$ cat config.mk
export PLATFORM = sky130hd
export DESIGN_NAME = spi_frame_decoder
export DESIGN_NICKNAME = d
export VERILOG_FILES = /design/src/rtl/spi_fd_pkg.sv /design/src/rtl/spi_fd_sync.sv /design/src/rtl/spi_fd_tx.sv /design/src/rtl/spi_fd_ctrl.sv /design/src/rtl/spi_frame_decoder.sv
export SDC_FILE = /design/constraint.sdc
export NUM_CORES = 1
export LEC_CHECK = 0
export BUFFER_PORTS_ARGS = -buffer_cell sky130_fd_sc_hd__buf_2
export CAP_MARGIN = 20
export CORE_ASPECT_RATIO = 1.1
export CORE_UTILIZATION = 25
export CTS_CLUSTER_DIAMETER = 40
export DETAILED_ROUTE_END_ITERATION = 10
export PLACE_DENSITY_LB_ADDON = 0.12
export SYNTH_ARGS = -nofsm -noshare
export SYNTH_HDL_FRONTEND = slang
export SYNTH_SLANG_ARGS = --single-unit
$ cat constraint.sdc
create_clock -name clk -period 4.5 [get_ports clk]
set_input_delay 0.675 -clock clk [delete_from_list [all_inputs] [get_ports clk]]
set_output_delay 0.675 -clock clk [all_outputs]
set_load 0.02 [all_outputs]
$ cat src/rtl/spi_fd_pkg.sv
package spi_fd_pkg;
  localparam int BYTE_BITS = 8;

  typedef enum logic [2:0] {
    ACT_LD_WIPER = 3'd0,
    ACT_LD_SLOT  = 3'd1,
    ACT_SLOT2W   = 3'd2,
    ACT_W2SLOT   = 3'd3,
    ACT_STEP_UP  = 3'd4,
    ACT_STEP_DN  = 3'd5
  } act_kind_t;

  typedef enum logic [2:0] {
    PH_IDLE, PH_ADDR, PH_CMD, PH_DATA, PH_STEP, PH_SKIP
  } phase_t;

  localparam logic [3:0] OP_RD_WIPER = 4'b1001;
  localparam logic [3:0] OP_WR_WIPER = 4'b1010;
  localparam logic [3:0] OP_RD_SLOT  = 4'b1011;
  localparam logic [3:0] OP_WR_SLOT  = 4'b1100;
  localparam logic [3:0] OP_SLOT2W   = 4'b1101;
  localparam logic [3:0] OP_W2SLOT   = 4'b1110;
  localparam logic [3:0] OP_G_SLOT2W = 4'b0001;
  localparam logic [3:0] OP_G_W2SLOT = 4'b1000;
  localparam logic [3:0] OP_STEP     = 4'b0010;
  localparam logic [3:0] OP_STATUS   = 4'b0101;
endpackage

$ cat src/rtl/spi_fd_sync.sv
module spi_fd_sync #(
  parameter int W      = 4,
  parameter int STAGES = 2
) (
  input  logic         clk,
  input  logic         rst,
  input  logic [W-1:0] d,
  output logic [W-1:0] q
);
  logic [STAGES-1:0] pipe [W];

  for (genvar gi = 0; gi < W; gi++) begin : g_bit
    always_ff @(posedge clk) begin
      if (rst) pipe[gi] <= '0;
      else     pipe[gi] <= {pipe[gi][STAGES-2:0], d[gi]};
    end
    assign q[gi] = pipe[gi][STAGES-1];
  end
endmodule

$ cat src/rtl/spi_fd_tx.sv
module spi_fd_tx #(
  parameter int W = 8
) (
  input  logic         clk,
  input  logic         rst,
  input  logic         load,
  input  logic         shift,
  input  logic [W-1:0] val,
  output logic         so
);
  logic [W-1:0] sr;

  always_ff @(posedge clk) begin
    if (rst)        sr <= '0;
    else if (load)  sr <= val;
    else if (shift) sr <= {sr[W-2:0], 1'b0};
  end

  assign so = sr[W-1];
endmodule

$ cat src/rtl/spi_fd_ctrl.sv
module spi_fd_ctrl
  import spi_fd_pkg::*;
#(
  parameter int          DW      = 6,
  parameter int          CHW     = 2,
  parameter int          RSW     = 2,
  parameter logic [3:0]  DEV_TYPE = 4'b0101
) (
  input  logic           clk,
  input  logic           rst,
  input  logic           cs_n_s,
  input  logic           sck_s,
  input  logic           si_s,
  input  logic           hold_s,
  input  logic [CHW-1:0] strap,
  output logic           sck_fall,
  output logic           tx_load,
  output logic           tx_shift,
  output logic           so_oe,
  output logic [3:0]     op,
  output logic           act,
  output logic [2:0]     act_kind,
  output logic           act_all,
  output logic [CHW-1:0] chan,
  output logic [RSW-1:0] regsel,
  output logic [DW-1:0]  data
);
  localparam int CNT_W = $clog2(BYTE_BITS);
  localparam logic [CNT_W-1:0] LAST_BIT = CNT_W'(BYTE_BITS - 1);

  phase_t               phase;
  logic [CNT_W-1:0]     bitcnt;
  logic [BYTE_BITS-1:0] shin;
  logic                 cs_q, sck_q;
  logic                 cs_fall, cs_rise, sck_rise, rd_active;
  logic [BYTE_BITS-1:0] shin_nx;

  assign cs_fall  = cs_q & ~cs_n_s;
  assign cs_rise  = ~cs_q & cs_n_s;
  assign sck_rise = hold_s & ~cs_n_s & ~sck_q & sck_s;
  assign sck_fall = hold_s & ~cs_n_s & sck_q & ~sck_s;
  assign shin_nx  = {shin[BYTE_BITS-2:0], si_s};

  assign rd_active = (phase == PH_DATA) &&
                     (op == OP_RD_WIPER || op == OP_RD_SLOT || op == OP_STATUS);
  assign tx_load   = sck_fall && rd_active && (bitcnt == '0);
  assign tx_shift  = sck_fall && rd_active && (bitcnt != '0);

  always_ff @(posedge clk) begin
    if (rst) begin
      cs_q  <= 1'b0;
      sck_q <= 1'b0;
      so_oe <= 1'b0;
    end else begin
      cs_q  <= cs_n_s;
      sck_q <= sck_s;
      so_oe <= rd_active;
    end
  end

  always_ff @(posedge clk) begin
    if (rst) begin
      phase    <= PH_IDLE;
      bitcnt   <= '0;
      shin     <= '0;
      op       <= '0;
      chan     <= '0;
      regsel   <= '0;
      act      <= 1'b0;
      act_kind <= '0;
      act_all  <= 1'b0;
      data     <= '0;
    end else begin
      act <= 1'b0;
      if (cs_rise) begin
        phase  <= PH_IDLE;
        bitcnt <= '0;
      end else if (cs_fall) begin
        phase  <= PH_ADDR;
        bitcnt <= '0;
      end else if (sck_rise) begin
        unique case (phase)
          PH_ADDR, PH_CMD, PH_DATA: begin
            shin   <= shin_nx;
            bitcnt <= bitcnt + 1'b1;
            if (bitcnt == LAST_BIT) begin
              if (phase == PH_ADDR) begin
                phase <= (shin_nx[7:4] == DEV_TYPE && shin_nx[3:2] == 2'b00 &&
                          shin_nx[CHW-1:0] == strap) ? PH_CMD : PH_SKIP;
              end else if (phase == PH_CMD) begin
                op      <= shin_nx[7:4];
                regsel  <= shin_nx[3:2];
                chan    <= shin_nx[CHW-1:0];
                act_all <= 1'b0;
                phase   <= PH_SKIP;
                unique case (shin_nx[7:4])
                  OP_SLOT2W, OP_G_SLOT2W: begin
                    act      <= 1'b1;
                    act_kind <= ACT_SLOT2W;
                    act_all  <= (shin_nx[7:4] == OP_G_SLOT2W);
                  end
                  OP_W2SLOT, OP_G_W2SLOT: begin
                    act      <= 1'b1;
                    act_kind <= ACT_W2SLOT;
                    act_all  <= (shin_nx[7:4] == OP_G_W2SLOT);
                  end
                  OP_RD_WIPER, OP_WR_WIPER, OP_RD_SLOT, OP_WR_SLOT, OP_STATUS:
                    phase <= PH_DATA;
                  OP_STEP: phase <= PH_STEP;
                  default: phase <= PH_SKIP;
                endcase
              end else begin
                phase <= PH_SKIP;
                if (op == OP_WR_WIPER || op == OP_WR_SLOT) begin
                  act      <= 1'b1;
                  act_kind <= (op == OP_WR_WIPER) ? ACT_LD_WIPER : ACT_LD_SLOT;
                  data     <= shin_nx[DW-1:0];
                end
              end
            end
          end
          PH_STEP: begin
            act      <= 1'b1;
            act_kind <= si_s ? ACT_STEP_UP : ACT_STEP_DN;
          end
          default: ;
        endcase
      end
    end
  end
endmodule

$ cat src/rtl/spi_frame_decoder.sv
module spi_frame_decoder
  import spi_fd_pkg::*;
#(
  parameter int SYNC_STAGES = 2,
  parameter int DW          = 6,
  parameter int CHW         = 2,
  parameter int RSW         = 2
) (
  input  logic           clk,
  input  logic           rst,
  input  logic           cs_n_i,
  input  logic           sck_i,
  input  logic           si_i,
  input  logic           hold_n_i,
  input  logic [CHW-1:0] strap_i,
  input  logic           wip_i,
  input  logic [DW-1:0]  wiper_rd_i,
  input  logic [DW-1:0]  dreg_rd_i,
  output logic           so_o,
  output logic           so_oe_o,
  output logic           act_o,
  output logic [2:0]     act_kind_o,
  output logic           act_all_o,
  output logic [CHW-1:0] chan_o,
  output logic [RSW-1:0] regsel_o,
  output logic [DW-1:0]  data_o
);
  localparam int PAD = BYTE_BITS - DW;

  logic [3:0]           pins_s;
  logic                 cs_n_s, sck_s, si_s, hold_s;
  logic                 sck_fall, tx_load, tx_shift;
  logic [3:0]           op;
  logic [BYTE_BITS-1:0] reply;

  spi_fd_sync #(.W(4), .STAGES(SYNC_STAGES)) u_sync (
    .clk(clk), .rst(rst),
    .d({cs_n_i, sck_i, si_i, hold_n_i}),
    .q(pins_s)
  );
  assign {cs_n_s, sck_s, si_s, hold_s} = pins_s;

  spi_fd_ctrl #(.DW(DW), .CHW(CHW), .RSW(RSW)) u_ctrl (
    .clk(clk), .rst(rst),
    .cs_n_s(cs_n_s), .sck_s(sck_s), .si_s(si_s), .hold_s(hold_s),
    .strap(strap_i),
    .sck_fall(sck_fall), .tx_load(tx_load), .tx_shift(tx_shift),
    .so_oe(so_oe_o), .op(op),
    .act(act_o), .act_kind(act_kind_o), .act_all(act_all_o),
    .chan(chan_o), .regsel(regsel_o), .data(data_o)
  );

  always_comb begin
    unique case (op)
      OP_RD_WIPER: reply = {{PAD{1'b0}}, wiper_rd_i};
      OP_RD_SLOT:  reply = {{PAD{1'b0}}, dreg_rd_i};
      default:     reply = {{(BYTE_BITS-1){1'b0}}, wip_i};
    endcase
  end

  spi_fd_tx #(.W(BYTE_BITS)) u_tx (
    .clk(clk), .rst(rst),
    .load(tx_load), .shift(tx_shift), .val(reply),
    .so(so_o)
  );
endmodule

* After elaboration in Yosys (flattened, before gate mapping)
Memories as Yosys holds them, arrays and structs flattened. Index checks and enable logic that the tools add are counted.
Storage, ports and cells: memories kept 1, flip-flop bits (word level) 43, bits in writable memories 8, word-level logic and storage cells 127, bits in latches 0, bits in read-only memories 0, output and inout bits 17
Memory list:
- u_sync.pipe | words 4, width 2, rd ports 4, clocked after memory_dff 0, wr ports 4, RTL line spi_fd_sync.sv:10 | logic [STAGES-1:0] pipe [W];
Cells by class: reductions and logical operators 32, magnitude comparators 0, $add $sub $neg 1, shifts and indexed selects 0, bitwise logic cells 20, multiplexer cells 33, $mul 0, div/mod/pow operators 0, equal/unequal tests 25
Operator list (number):
- $eq A4 B4 Y1 const B | 11
- $mux W3 | 7
- $pmux W3 S2 | 3
- $mux W8 | 2
- $reduce_and A8 Y1 | 2
- $mux W1 | 14
- $pmux W6 S2 | 1
- $reduce_bool A2 Y1 | 5
- $not A1 Y1 | 9
- $eq A4 B3 Y1 const B | 2
- $mux W2 | 4
- $reduce_or A4 Y1 | 2
- $and A1 B1 Y1 | 7
- $reduce_and A7 Y1 | 1
- $eq A3 B2 Y1 const B | 2
- $eq A3 B3 Y1 const B | 2
- $logic_and A1 B1 Y1 | 6
- $reduce_and A3 Y1 | 2
- $reduce_or A2 Y1 | 3
- $reduce_or A3 Y1 | 2
- $reduce_or A5 Y1 | 1
- $eq A4 B1 Y1 const B | 1
- $eq A4 B2 Y1 const B | 1
- $ne A4 B4 Y1 const B | 1
- 14 further kinds | 20

* Longest topological paths before layout
depth after elaboration 9, depth in mapped cells 7, depth with buffers taken out 6

* Hierarchy
From an unflattened synthesis, not the netlist that was laid out.
Second synthesis, totals: cell total of the unflattened synthesis 256, area, all modules 2427.3 um^2
By module, submodules not included:
- spi_fd_ctrl | area an instance 1700.4 um^2, times used 1, cells each 186, seq. area each 700.7 um^2
- spi_fd_tx | area an instance 369.1 um^2, times used 1, cells each 35, seq. area each 160.2 um^2
- spi_fd_sync | area an instance 240.2 um^2, times used 1, cells each 20, seq. area each 160.2 um^2
- spi_frame_decoder | area an instance 117.6 um^2, times used 1, cells each 15, seq. area each 0.0 um^2

* Least setup slack after synthesis
OpenSTA, ideal clock, no wires.
kind register -> register, from reg u_ctrl.bitcnt[0], to reg u_ctrl.data[5], buffers on the path 0, data required time 4.372 ns, cell stages (with the launch flop) 7, arrival 1.426 ns, path slack 2.946 ns, setup time 0.128 ns, cells stage by stage dfxtp_1 -> ha_1 -> ha_1 -> nand4_1 -> nor2_2 -> mux2i_1 -> nor2_1
Between the ends: longest elaborated chain between the ends 2
Ends and longest elaborated chain:
- start: declaration | RTL line spi_fd_ctrl.sv:32 | logic [CNT_W-1:0] bitcnt;
- start signal: assignment | RTL line spi_fd_ctrl.sv:85 | bitcnt <= bitcnt + 1'b1;
- $eq A3 B3 Y1 | RTL line spi_fd_ctrl.sv:86 | if (bitcnt == LAST_BIT) begin
- $reduce_and A8 Y1 (no line)
- end signal: assignment | RTL line spi_fd_ctrl.sv:117 | data <= shin_nx[DW-1:0];
- end: declaration | RTL line spi_fd_ctrl.sv:26 | output logic [DW-1:0] data
No other way between the ends. A chain may end at the register's enable or synchronous reset.

* Worst setup path after layout
from reg u_ctrl.bitcnt[0], to reg u_ctrl.act_all
Between the ends: longest elaborated chain between the ends 2
Ends and longest elaborated chain:
- $eq A3 B3 Y1 | RTL line spi_fd_ctrl.sv:86
- $reduce_and A7 Y1 (no line)
- end signal: assignment | RTL line spi_fd_ctrl.sv:100 | act_all <= (shin_nx[7:4] == OP_G_SLOT2W);
- end signal: assignment | RTL line spi_fd_ctrl.sv:105 | act_all <= (shin_nx[7:4] == OP_G_W2SLOT);
- end: declaration | RTL line spi_fd_ctrl.sv:23 | output logic act_all,
No other way between the ends.

==> summary.txt <==
Outcome
  • Outcome: finished clean

Global routing
  • Largest net degree at the start of global routing: 51
  • Number of global-route vias before repair: 1689
  • Total gr overflow: 0
  • All-Layer GR Usage: 11.5%
  • First-pass GRT wire length: 8650 um
  • Initial antenna violation count: 0

Drt
  • Routed len/inst: 13.0 um
  • Routed Antenna Nets: 0
  • Detailed Routing Iterations Pass 1: 4
  • Routed WL: 5130 um
  • DR DRC count: 0
  • Vias: 1778
  • Vias/cell: 4.51
  • Initial drt markers: 63

Timing
  • Achievable frequency: 474 MHz
  • Final setup violating endpoints: 0
  • Final Skew: 0.00860 ns
  • Max-slew headroom: 37.4%
  • Final Max Slew Viols: 0
  • Worst-Margin Slew: 0.938 ns
  • Unrepaired setup endpoints after global routing: false
  • Final worst slack: 2.39 ns
  • Final hold slack: 0.446 ns
  • Final Hold Viols: 0
  • TNS Setup: 0 ns
  • Tcrit/Tclk final: 46.9%
  • Final min period: 2.11 ns

Clocking
  • CTS clock-pin slew for the worst setup and hold paths: 0.11 ns
  • Hold_buf cts: 0
  • Clk root buf: clkbuf_8
  • CTS resizes: 0
  • Clock tree sinks: 51
  • Setup Buffers After CTS: 0
  • TritonCTS buffer count: 5
  • Clk_lat worst skew: 0.31 ns
  • TritonCTS clock tree: built
  • Clk buf depth: 2
  • H-tree depth: 2

Yosys
  • Synth area leader: dfxtp_1
  • Number of flops mapped to enable cells by yosys: 0
  • Yosys reg bits: 51
  • Mean Syn Cell Area: 9.43 um^2
  • Post-synth top area share: 43.3%
  • Post-Syn Instances: 250
  • Mapped cell area: 2360 um^2
  • Netlist cell types: 48
  • Synth area leaders: dfxtp_1 43%, mux2i_1 11%, nor2_1 6.5%
  • Yosys warnings: 0
  • FFs w/ async S/R, synth: 0%
  • Register area share after synthesis: 43.3%
  • Net count after synthesis: 276
  • Top_reg_cell synth: dfxtp_1

Worst setup path
  • CP cell instances: ha_1 -> ha_1 -> nand4_1 -> nor4_1 -> a21oi_1 -> nor2_1
  • Max FO, Critical Path: 11
  • CP max stage cell: nand4_1
  • CP most frequent cell: ha_1
  • Crit-path max cell delay: 0.61 ns
  • Crit end category: register
  • Crit path kind: register to register
  • Required time worst endpoint: 4.75 ns
  • Crit start category: register
  • CP Data Arrival Time: 2.36 ns

Pwr
  • Clock share of power: 37.0%
  • Switch share: 24.6%
  • Combinational power share: 3.7%
  • Switching power total: 190 uW
  • Cell-internal power: 582 uW
  • Maximum vdd drop: 149 uV
  • Reg power frac: 59.3%
  • LEAKAGE: 0.00108 uW
  • Power Dens Cells: 287 nW/um^2

Cells and area
  • Final net count: 305
  • Most frequent cells in the layout: 51 x dfxtp_1, 41 x nor2_1, 37 x buf_2
  • # fillers: 970
  • Layout area overhead: 14.1%
  • Antenna fix cells: 0
  • Most common cell after layout, fill and taps aside: dfxtp_1
  • Share of layout cells above drive strength 1: 20.7%

Die
  • FP Rows: 36
  • # IOs: 38
  • Core ar.: 9010 um^2
  • Die area: 9820 um^2
  • Die Wd: 94.6 um
  • Initial core utilization: 26.2%
  • DIE HEIGHT: 104 um

Job
  • Total of max-cap violations: 0

Placed design
  • Placer Congestion: 0.743
  • Number of port buffers: 37
  • HPWL after DPL: 3610 um
  • Pre-CTS setup slack: 2.39 ns

Worst hold path
  • Worst Hold Class: register to register
-- area by class of cell --
type / count / area [um^2] / share of cell area, %
clock inverter: 3 / 27.5 / 1.02
timing repair buffer: 37 / 185 / 6.88
tap: 114 / 143 / 5.30
sequential: 51 / 1020 / 38.0
multi-input combinational: 178 / 1220 / 45.4
clock buffer: 5 / 68.8 / 2.56
inverter: 6 / 22.5 / 0.837
-- worst max-delay path: cells and delay by family, from the launching register on --
family          cells  cell delay [ns]
compound gates      1             0.07
fa+ha+maj           2             0.45
flops               1             0.39
simple gates        3             1.15
-- registers in the layout (all words and copies together) (netlist names), 2 cells and up --
| name | flops |
|---|---|
| u_ctrl.regsel | 2 |
| u_ctrl.data | 6 |
| u_ctrl.shin | 7 |
| u_ctrl.act_kind | 3 |
| u_ctrl.chan | 2 |
| u_ctrl.bitcnt | 3 |
| u_ctrl.phase | 3 |
| u_ctrl.op | 4 |
| u_sync.pipe | 8 |
| u_tx.sr | 8 |
-- cells by family after synthesis --
logic type	count (synthesis)	synth area share (%)
simple gates	98	22.9
fa+ha+maj	5	2.65
buf+inv	21	4.83
flops	51	43.3
mux	27	11.5
compound gates	42	12.6
xor+xnor	6	2.23
-- stage by stage --
step	std cells	total power, uW	utilization, %	instance area [um^2]
6_report	394	772	29.9	2690
5_1_grt	394	813	29.9	2690
4_1_cts	394	789	29.9	2690
3_5_place_dp	386	497	28.8	2590
3_3_place_gp	386	498	28.8	2590
2_1_floorplan	250	485	-	2360
-- synth_stat cells (all sizes together), types with 2 or more instances --
| library cell | number |
|---|---|
| nand3 | 5 |
| and2b | 2 |
| nand2 | 4 |
| a31oi | 2 |
| o21ai | 8 |
| xor2 | 3 |
| nor4 | 2 |
| nor3 | 8 |
| a211oi | 6 |
| inv | 6 |
| nor3b | 4 |
| o41ai | 2 |
| nand4 | 4 |
| buf | 7 |
| o21ba | 2 |
| ha | 5 |
| mux2i | 26 |
| o2111ai | 2 |
| nand2b | 2 |
| clkbuf | 7 |
| nor2b | 17 |
| a21oi | 15 |
| dfxtp | 51 |
| xnor2 | 3 |
| nor2 | 42 |
-- power groups by stage --
stage	Clock, uW	Sequential [uW]	Combinational, uW
floorplan	0	467	18.1
global placement	0	469	29.0
detailed placement	0	469	28.9
CTS	301	458	29.0
global route	322	459	32.1
finish	286	458	28.4
-- routing by layer --
metal / global-route usage (%) / wire [um] / up-vias / share of wire (%)
li1: - / - / 930 / -
met1: 16.6 / 2550 / 808 / 50
met2: 16.5 / 2310 / 35 / 45
met3: 3.08 / 209 / 5 / 4.1
met4: 3.25 / 69 / 0 / 1.3
met5: 0 / 0 / - / 0
-- worst paths after layout --
| kind | from | endpoint | slack (ns) | depth (start not counted) |
|---|---|---|---|---|
| worst min register to register | u_sync.pipe[1][0]$_SDFF_PP0_ | u_sync.pipe[1][1]$_SDFF_PP0_ | 0.45 | 1 |
| worst max-delay path | u_ctrl.bitcnt[0]$_SDFFE_PP0P_ | u_ctrl.act_all$_SDFFE_PP0P_ | 2.39 | 6 |
| worst max register to register | u_ctrl.bitcnt[0]$_SDFFE_PP0P_ | u_ctrl.act_all$_SDFFE_PP0P_ | 2.39 | 6 |
| worst min-delay path | u_sync.pipe[1][0]$_SDFF_PP0_ | u_sync.pipe[1][1]$_SDFF_PP0_ | 0.45 | 1 |
No activity file was read; power rests on OpenSTA's default activity.
